### src/rtl/sar_pkg.sv
package sar_pkg;
  typedef enum logic [1:0] {
    ST_IDLE,
    ST_WAIT,
    ST_SAMPLE,
    ST_CONV
  } seq_state_t;

  localparam logic [1:0] ADDR_CTRL   = 2'd0;
  localparam logic [1:0] ADDR_CHAN   = 2'd1;
  localparam logic [1:0] ADDR_RES_LO = 2'd2;
  localparam logic [1:0] ADDR_RES_HI = 2'd3;
endpackage

### src/rtl/sar_regs.sv
module sar_regs
  import sar_pkg::*;
#(
  parameter int CH_W = 2
) (
  input  logic            clk,
  input  logic            rst,
  input  logic [1:0]      bus_addr,
  input  logic            bus_wr,
  input  logic [7:0]      bus_wdata,
  output logic            en_o,
  output logic [CH_W-1:0] chan_o,
  output logic            restart_o
);
  logic            en_q;
  logic [CH_W-1:0] chan_q;
  logic            restart_q;
  logic            unused_wdata;

  assign unused_wdata = ^bus_wdata;

  always_ff @(posedge clk) begin
    if (rst) begin
      en_q      <= 1'b0;
      chan_q    <= '0;
      restart_q <= 1'b0;
    end else begin
      restart_q <= 1'b0;
      if (bus_wr) begin
        case (bus_addr)
          ADDR_CTRL: begin
            if (bus_wdata[0] && !en_q) restart_q <= 1'b1;
            en_q <= bus_wdata[0];
          end
          ADDR_CHAN: begin
            chan_q <= bus_wdata[CH_W-1:0];
            if (en_q) restart_q <= 1'b1;
          end
          default: ;
        endcase
      end
    end
  end

  assign en_o      = en_q;
  assign chan_o    = chan_q;
  assign restart_o = restart_q;
endmodule

### src/rtl/sar_fsm.sv
module sar_fsm
  import sar_pkg::*;
#(
  parameter int RES_W    = 10,
  parameter int WAIT_CYC = 2,
  parameter int SMP_CYC  = 8
) (
  input  logic             clk,
  input  logic             rst,
  input  logic             en_i,
  input  logic             restart_i,
  input  logic             comp_i,
  output logic             sample_o,
  output logic [RES_W-1:0] dac_code_o,
  output logic             xfer_o,
  output logic [RES_W-1:0] code_o
);
  localparam int CNT_MAX = (WAIT_CYC > SMP_CYC) ? WAIT_CYC : SMP_CYC;
  localparam int CNT_W   = $clog2(CNT_MAX + 1);
  localparam int IDX_W   = (RES_W > 1) ? $clog2(RES_W) : 1;
  localparam logic [CNT_W-1:0] WAIT_LAST = CNT_W'(WAIT_CYC - 1);
  localparam logic [CNT_W-1:0] SMP_LAST  = CNT_W'(SMP_CYC - 1);
  localparam logic [IDX_W-1:0] IDX_TOP   = IDX_W'(RES_W - 1);

  seq_state_t       state_q;
  logic [CNT_W-1:0] cnt_q;
  logic [IDX_W-1:0] idx_q;
  logic [RES_W-1:0] sar_q;
  logic [RES_W-1:0] trial_mask;

  assign trial_mask = (state_q == ST_CONV) ? (RES_W'(1) << idx_q) : '0;
  assign dac_code_o = sar_q | trial_mask;
  assign code_o     = sar_q | (comp_i ? trial_mask : '0);
  assign sample_o   = (state_q == ST_SAMPLE);
  assign xfer_o     = en_i && !restart_i && (state_q == ST_CONV) && (idx_q == '0);

  always_ff @(posedge clk) begin
    if (rst || !en_i) begin
      state_q <= ST_IDLE;
      cnt_q   <= '0;
      idx_q   <= '0;
      sar_q   <= '0;
    end else if (restart_i) begin
      state_q <= ST_WAIT;
      cnt_q   <= '0;
      sar_q   <= '0;
    end else begin
      case (state_q)
        ST_WAIT: begin
          if (cnt_q == WAIT_LAST) begin
            state_q <= ST_SAMPLE;
            cnt_q   <= '0;
          end else begin
            cnt_q <= cnt_q + 1'b1;
          end
        end
        ST_SAMPLE: begin
          if (cnt_q == SMP_LAST) begin
            state_q <= ST_CONV;
            cnt_q   <= '0;
            idx_q   <= IDX_TOP;
          end else begin
            cnt_q <= cnt_q + 1'b1;
          end
        end
        ST_CONV: begin
          if (idx_q == '0) begin
            sar_q   <= '0;
            state_q <= ST_SAMPLE;
            cnt_q   <= '0;
          end else begin
            sar_q <= code_o;
            idx_q <= idx_q - 1'b1;
          end
        end
        default: ;
      endcase
    end
  end

  // a cleared run bit leaves the sequencer idle on the next clock
  a_r10_abort_idle: assert property (@(posedge clk) disable iff (rst)
    !en_i |=> (state_q == ST_IDLE));

  // a restart request throws away the partial code and re-enters the wait phase
  a_r9_restart_clears: assert property (@(posedge clk) disable iff (rst)
    (en_i && restart_i) |=> (state_q == ST_WAIT && sar_q == '0));

  // a transfer is followed at once by a new sampling window
  a_r6_resample: assert property (@(posedge clk) disable iff (rst)
    xfer_o |=> sample_o);
endmodule

### src/rtl/sar_result.sv
module sar_result
  import sar_pkg::*;
#(
  parameter int RES_W  = 10,
  parameter int WORD_W = 16,
  parameter int CH_W   = 2
) (
  input  logic              clk,
  input  logic              rst,
  input  logic              xfer_i,
  input  logic [RES_W-1:0]  code_i,
  input  logic              en_i,
  input  logic [CH_W-1:0]   chan_i,
  input  logic [1:0]        bus_addr,
  output logic [7:0]        bus_rdata,
  output logic [WORD_W-1:0] result_o,
  output logic              irq_o
);
  localparam int PAD_W = WORD_W - RES_W;

  logic [WORD_W-1:0] res_q;
  logic              irq_q;

  always_ff @(posedge clk) begin
    if (rst) begin
      res_q <= '0;
      irq_q <= 1'b0;
    end else begin
      irq_q <= xfer_i;
      if (xfer_i) res_q <= {code_i, {PAD_W{1'b0}}};
    end
  end

  always_comb begin
    case (bus_addr)
      ADDR_CTRL:   bus_rdata = {7'd0, en_i};
      ADDR_CHAN:   bus_rdata = 8'(chan_i);
      ADDR_RES_LO: bus_rdata = res_q[7:0];
      default:     bus_rdata = res_q[WORD_W-1:WORD_W-8];
    endcase
  end

  assign result_o = res_q;
  assign irq_o    = irq_q;

  // the completion pulse lasts a single clock
  a_r5_irq_pulse: assert property (@(posedge clk) disable iff (rst)
    irq_q |=> !irq_q);

  // the result word moves only together with the completion pulse
  a_r8_result_hold: assert property (@(posedge clk) disable iff (rst)
    !$stable(res_q) |-> irq_q);
endmodule

### src/rtl/sar_seq_top.sv
module sar_seq_top
  import sar_pkg::*;
#(
  parameter int RES_W    = 10,
  parameter int WORD_W   = 16,
  parameter int CH_W     = 2,
  parameter int WAIT_CYC = 2,
  parameter int SMP_CYC  = 8
) (
  input  logic              clk,
  input  logic              rst,
  input  logic [1:0]        bus_addr,
  input  logic              bus_wr,
  input  logic [7:0]        bus_wdata,
  output logic [7:0]        bus_rdata,
  input  logic              comp_i,
  output logic [CH_W-1:0]   chan_sel_o,
  output logic              sample_o,
  output logic [RES_W-1:0]  dac_code_o,
  output logic [WORD_W-1:0] result_o,
  output logic              irq_o
);
  logic             en;
  logic             restart;
  logic             xfer;
  logic [RES_W-1:0] code;

  sar_regs #(.CH_W(CH_W)) u_regs (
    .clk       (clk),
    .rst       (rst),
    .bus_addr  (bus_addr),
    .bus_wr    (bus_wr),
    .bus_wdata (bus_wdata),
    .en_o      (en),
    .chan_o    (chan_sel_o),
    .restart_o (restart)
  );

  sar_fsm #(.RES_W(RES_W), .WAIT_CYC(WAIT_CYC), .SMP_CYC(SMP_CYC)) u_fsm (
    .clk        (clk),
    .rst        (rst),
    .en_i       (en),
    .restart_i  (restart),
    .comp_i     (comp_i),
    .sample_o   (sample_o),
    .dac_code_o (dac_code_o),
    .xfer_o     (xfer),
    .code_o     (code)
  );

  sar_result #(.RES_W(RES_W), .WORD_W(WORD_W), .CH_W(CH_W)) u_result (
    .clk       (clk),
    .rst       (rst),
    .xfer_i    (xfer),
    .code_i    (code),
    .en_i      (en),
    .chan_i    (chan_sel_o),
    .bus_addr  (bus_addr),
    .bus_rdata (bus_rdata),
    .result_o  (result_o),
    .irq_o     (irq_o)
  );
endmodule

### config.mk
export PLATFORM = sky130hd
export DESIGN_NAME = sar_seq_top
export DESIGN_NICKNAME = d
export VERILOG_FILES = /design/src/rtl/sar_pkg.sv /design/src/rtl/sar_regs.sv /design/src/rtl/sar_fsm.sv /design/src/rtl/sar_result.sv /design/src/rtl/sar_seq_top.sv
export SDC_FILE = /design/constraint.sdc
export NUM_CORES = 1
export LEC_CHECK = 0
export ABC_CLOCK_PERIOD_IN_PS = 1850
export BUFFER_PORTS_ARGS = -buffer_cell sky130_fd_sc_hd__buf_2
export CAP_MARGIN = 5
export CORE_MARGIN = 5
export CORE_UTILIZATION = 50
export DETAILED_ROUTE_END_ITERATION = 8
export PLACE_DENSITY = 0.77
export RECOVER_POWER = 100
export SYNTH_ARGS = -nofsm -noshare
export SYNTH_HDL_FRONTEND = slang
export SYNTH_SLANG_ARGS = --single-unit
### constraint.sdc
create_clock -name clk -period 1.85 [get_ports clk]
set_input_delay 0.185 -clock clk [delete_from_list [all_inputs] [get_ports clk]]
set_output_delay 0.185 -clock clk [all_outputs]
set_load 0.1 [all_outputs]
==> results of run 1 <==
[worst max-delay path: stages, from the launching register on]
cell and delay [ns]:
dfxtp_1 0.34, buf_6 0.14, nand2_1 0.10, nor3b_2 0.19, buf_4 0.17, a21o_1 0.18, buf_12 0.18
[cell usage in the layout, fill, tap and decap left out, types with 7 or more instances in the layout]
cell / count
clkbuf_2: 20
a31oi_1: 8
nand2b_1: 7
a211oi_1: 7
dfxtp_1: 25
buf_12: 11
ha_1: 7
mux2i_1: 10
nor2_1: 34
buf_2: 8
dfxtp_2: 9
o21ai_0: 7
[synthesized netlist by cell type (all sizes together) (4+ instances only)]
cell type / count
ha: 7
nand2: 6
a211oi: 11
nor2b: 6
nor2: 37
a21o: 9
nand2b: 7
a31oi: 8
clkbuf: 5
inv: 6
dfxtp: 35
buf: 12
and3: 5
o21ai: 8
mux2i: 10
a21oi: 6
nor3b: 4
[state kept, by name (all words and copies together) (netlist names)]
register / count
u_fsm.sar_q: 10
u_result.result_o: 10
u_fsm.cnt_q: 4
u_fsm.idx_q: 4
u_fsm.state_q: 2
u_regs.chan_o: 2
u_regs.en_o: 1
u_regs.restart_o: 1
u_result.irq_o: 1
[area by class of cell]
type | count | share of cell area [%]
multi-input combinational | 152 | 44.5
sequential | 35 | 30.4
timing repair buffer | 47 | 17.9
clock buffer | 6 | 3.09
tap | 48 | 2.55
inverter | 6 | 0.958
clock inverter | 2 | 0.532
[routing by layer]
layer  GRT usage (%)  part of all wire [%]  vias up
li1                -                     -      792
met1            19.6                    43      752
met2            27.9                    49       51
met3            3.69                   6.1        8
met4            6.68                   1.6        0
met5               0                     0        -
[kinds of logic (layout without fill, tap and decap cells)]
kind of cell               count (synthesis)  in the layout  share of synthesized area (%)
buffers and inverters                     23             61                           9.08
other                                      1              6                          0.203
adders and majority gates                  8              8                           5.28
and+or+nand+nor                           79             79                           23.1
muxes                                     10             10                           5.42
DFF                                       35             35                           37.9
xor gates and xnor gates                   2              2                          0.949
AOI/OAI and AO/OA                         47             47                           18.0
[path summary, 6_finish.rpt]
check,slack (ns),endpoint,cells after the start
hold / removal,0.13,u_regs.chan_o[1],3
setup / recovery,0.07,dac_code_o[5],6
setup reg to reg,0.24,u_fsm.state_q[0],6
hold reg to reg,0.50,u_regs.chan_o[1],2
[power by group]
group          leakage [nW]  switching [W]  internal (W)  total, W
Sequential            0.287     0.00000299      0.000754  0.000757
Clock                0.0412       0.000269      0.000263  0.000532
Combinational         0.661      0.0000974     0.0000193  0.000117
Total                 0.989       0.000370       0.00104   0.00141
[metrics by stage]
stage          setup slack [ns]  power [W]  cells  setup TNS (ns)  hold slack, ns
2_1_floorplan            -0.145   0.000888    210          -0.145           0.250
3_3_place_gp              0.136   0.000892    287               0           0.417
3_5_place_dp              0.124   0.000893    287               0           0.427
4_1_cts                  0.0389    0.00142    295               0           0.130
5_1_grt                 -0.0227    0.00145    296         -0.0677           0.148
6_report                 0.0682    0.00141    296               0           0.126
[repair_timing]
| action | 4_1_cts | 5_1_grt |
|---|---|---|
| buffers inserted | 0 | 1 |
| setup endpoints to repair | 0 | 7 |
| gates resized for setup | 0 | 8 |
| hold endpoints to repair | 0 | 0 |
==> run_results.csv, run 1 <==
group,metric,value,unit
clocking,clock-sinks,35,
clocking,cts_hold_buf,0,
sta,finalCriticalPeriod,1.78,ns
sta,fmax,0.561,GHz
sta,clock_skew,0.00353,ns
pwr,leakage,0.989,nW
global_route,grt_max_degree,18,
yosys,synth_edf_count,0,
yosys,synth_top_area_cell,"dfxtp_1",
routing,num_vias,1603,
status,status,"finished clean",
yosys,synth_top_flop_cell,"dfxtp_1",
placement,dp_hpwl,3.09,mm
clocking,cts_tree,"done",
setup_path,regToRegStartpoint,"u_fsm.idx_q[1]",
floorplanning,core_area,3610,µm²
yosys,yosys-top-cells-area,"dfxtp_1 38%, nor2_1 6.9%, mux2i_1 5.4%",
hold_path,hold_class,"in2reg",
routing,ant_nets,0,
setup_path,start_kind,"register",
yosys,async_flop_share,0,%
clocking,htree_levels,2,
sta,final_hold_viol_count,0,
global_route,grt_usage,16.3,%
yosys,synth_seq_cells,35,
placement,place.gp.congestion,0.788,
flow_run,maxCapViolations,0,
yosys,synth_seq_area_share,37.9,%
cells_and_area,drive_gt1_share,35.1,%
cells_and_area,fin_area,2350,µm²
sta,slew_headroom,60.0,%
sta,finalCritPeriodShare,96.3,%
cells_and_area,multi_input_area,1050,µm²
cells_and_area,area_delta_synth_final,27.3,%
global_route,grt_pass1_wl,6.64,mm
cells_and_area,regArea,716,µm²
routing,wl_per_cell,13.9,µm
yosys,syn_area_per_cell,9.01,µm²
routing,drtIter0Drc,71,
cells_and_area,n_antenna_cell,0,
routing,routed_wl,4.13,mm
routing,via_per_inst,5.42,
yosys,netlist_instances,205,
cells_and_area,fin_nets,268,
sta,maxSlewViolCount,0,
pwr,powerDensity,598,nW/µm²
floorplanning,ioPinCount,52,
setup_path,cp.arrival,1.60,ns
yosys,netlist_area,1850,µm²
setup_path,cp-end-kind,"output pin",
floorplanning,initial_core_util,51.2,%
cells_and_area,fin_util,65.2,%
sta,setup_violations,0,
setup_path,cp_max_fo,10,
placement,dpl_cell_area,2220,µm²
sta,worst_slew_pin_slew,0.601,ns
yosys,yosysWarnings,0,
floorplanning,dieArea,5010,µm²
clocking,clkTransAtPathRegs,0.07,ns
pwr,peakVddDrop,0.601,mV
setup_path,startpoint,"u_fsm.state_q[1]",
global_route,antenna_found_initial,0,
cells_and_area,nFillCells,310,
clocking,cts-root-buf,"clkbuf_8",
clocking,clock_path_buffers,2,
clocking,worstSkewPairLatency,0.28,ns
setup_path,crit_required,1.66,ns
setup_path,crit_type,"reg2out",
routing,drc,0,
floorplanning,die_height,70.8,µm
floorplanning,fp.dieW,70.8,µm
hold_path,worstHoldStart,"bus_wdata[1]",
global_route,grt-ovfl-total,0,
yosys,synth_top_area_share,37.9,%
yosys,synth_cell_types,44,
clocking,cts_buffers,5,
floorplanning,rows,22,
routing,first_pass_iters,4,
global_route,first_global_vias,1443,
placement,portBuffers,39,
No activity file was read; power rests on OpenSTA's default activity.
==> run 2: changes to the inputs <==
CORE_UTILIZATION = 49   (was 50)
PLACE_DENSITY = 0.76   (was 0.77)
==> run_results.csv, run 2 (synthesis gave the netlist of run 1 again) <==
group,metric,value,unit
clocking,clkTransAtPathRegs,0.08,ns
hold_path,min_delay_path_depth,3,
routing,num_vias,1579,
clocking,cts_buffers,5,
pwr,leakage,1.01,nW
setup_path,max_stage_delay,0.38,ns
cells_and_area,fin_nets,271,
floorplanning,core_area,3660,µm²
setup_path,rrSetupSlack,0.23,ns
pwr,powerDensity,664,nW/µm²
pwr,total_power,0.00156,W
setup_path,crit_required,1.66,ns
global_route,grt_usage,16.0,%
hold_path,hold_class,"in2reg",
cells_and_area,final_cell_mix,"34 x nor2_1, 26 x dfxtp_1, 22 x clkbuf_2",
setup_path,crit_type,"reg2out",
sta,maxSlewViolCount,0,
routing,drc,0,
sta,clock_skew,0.00761,ns
routing,drtIter0Drc,103,
global_route,grt_pass1_wl,6.63,mm
sta,worst_slew_pin_slew,0.588,ns
floorplanning,fp.dieW,71.4,µm
global_route,grt-ovfl-total,0,
setup_path,path_depth,5,
routing,via_per_inst,5.28,
cells_and_area,final_common_cell,"nor2_1",
placement,dpl_cell_area,2240,µm²
floorplanning,ioPinCount,52,
cells_and_area,drive_gt1_share,35.5,%
pwr,peakVddDrop,0.554,mV
setup_path,cp_max_fo,6,
setup_path,r2r_cells,6,
clocking,worstSkewPairLatency,0.29,ns
global_route,grt_max_degree,18,
setup_path,path_cells,"nor4bb_4, buf_4, buf_12, a21o_2, buf_12",
sta,setup_violations,0,
sta,slew_headroom,60.8,%
clocking,cts-root-buf,"clkbuf_8",
floorplanning,initial_core_util,50.4,%
floorplanning,die_height,71.4,µm
setup_path,path_buf_inv,3,
clocking,cts_tree,"done",
setup_path,cp.arrival,1.58,ns
cells_and_area,area_delta_synth_final,27.4,%
clocking,clock_path_buffers,2,
placement,portBuffers,39,
setup_path,reg2reg_to,"u_fsm.state_q[0]",
routing,first_pass_iters,4,
setup_path,start_kind,"register",
global_route,first_global_vias,1468,
setup_path,cp-end-kind,"output pin",
cells_and_area,n_antenna_cell,0,
sta,final_hold_viol_count,0,
clocking,clock-sinks,35,
global_route,antenna_found_initial,0,
setup_path,path_delay_family,"buffers and inverters",
setup_path,critical-path-slowest-cell,"dfxtp_4",
setup_path,crit_path_frequent_cell,"buf_12",
cells_and_area,fin_util,64.3,%
hold_path,worstHoldStart,"bus_wdata[1]",
status,status,"finished clean",
cells_and_area,fin_area,2350,µm²
routing,wl_per_cell,13.7,µm
flow_run,maxCapViolations,0,
clocking,htree_levels,2,
setup_path,regToRegStartpoint,"u_fsm.idx_q[1]",
routing,routed_wl,4.10,mm
floorplanning,dieArea,5100,µm²
sta,finalCritPeriodShare,95.3,%
placement,dp_hpwl,3.08,mm
floorplanning,rows,22,
placement,place.gp.congestion,0.882,
sta,finalCriticalPeriod,1.76,ns
sta,fmax,0.567,GHz
routing,ant_nets,0,
hold_path,min_to,"u_regs.chan_o[1]",
run 2: changes by cell type in the layout (fill, tap and decap cells not counted), sizes merged:
| cell | before | now |
|---|---|---|
| clkinvlp | 1 | 0 |
| bufinv | 0 | 1 |
| clkinv | 1 | 2 |
| buf | 26 | 27 |
| clkbuf | 27 | 28 |
run 2: timing repair:
item / in CTS / in global routing
hold buffers: 0 / 0
buffers inserted: 0 / 2
setup endpoints to repair: 5 / 9
gates resized for setup: 2 / 7
pin swaps: 0 / 3
run 2: final cells by class:
| class | instances | area [µm²] |
|---|---|---|
| Timing Repair Buffer | 50 | 383 |
| Multi-Input combinational cell | 152 | 1060 |
| Inverter | 6 | 22.5 |
| Clock buffer | 5 | 68.8 |
| Clock inverter | 3 | 43.8 |
| Sequential cell | 35 | 714 |
| Tap cell | 48 | 60.1 |
| Fill cell | 306 | 1310 |
run 2: worst max path at each step:
| stage | startpoint | to | slack, ns |
|---|---|---|---|
| 3_5_place_dp | u_fsm.idx_q[1] | u_fsm.idx_q[0] | 0.12 |
| 4_1_cts | u_fsm.state_q[0] | dac_code_o[0] | 0.03 |
| 2_1_floorplan | u_regs.chan_o[0] | bus_rdata[0] | -0.14 |
| 5_1_grt | u_fsm.state_q[1] | dac_code_o[4] | -0.01 |
| 6_report | u_fsm.state_q[0] | dac_code_o[2] | 0.09 |
| 3_3_place_gp | u_fsm.idx_q[1] | u_fsm.idx_q[1] | 0.15 |
run 2: power breakdown:
group	switching, W	leakage, nW	internal, W
clock network	0.000287	0.0581	0.000401
logic	0.0000979	0.663	0.0000193
registers	0.00000330	0.287	0.000754
run 2: tightest hold or removal path: cells and delay by family:
kind | cells | cell delay [ns]
buffers and inverters | 1 | 0.07
muxes | 1 | 0.05
and+or+nand+nor | 1 | 0.08
run 2: metrics by stage:
step	TNS (ns)	hold WS, ns	std cells	setup WS, ns
after floorplan	-0.145	0.250	210	-0.145
after global placement	0	0.421	289	0.150
after detailed placement	0	0.445	289	0.118
after CTS	0	0.140	297	0.0264
after global routing	-0.0194	0.162	299	-0.00950
final	0	0.136	299	0.0877
run 2: per-layer routing:
| metal | routed length [µm] | global-route usage, % | vias to the layer above |
|---|---|---|---|
| met1 | 1750 | 19.8 | 718 |
| met2 | 1950 | 26.3 | 52 |
| met3 | 335 | 3.79 | 7 |
| li1 | - | - | 802 |
| met5 | 0 | 0 | - |
| met4 | 58 | 7.52 | 0 |
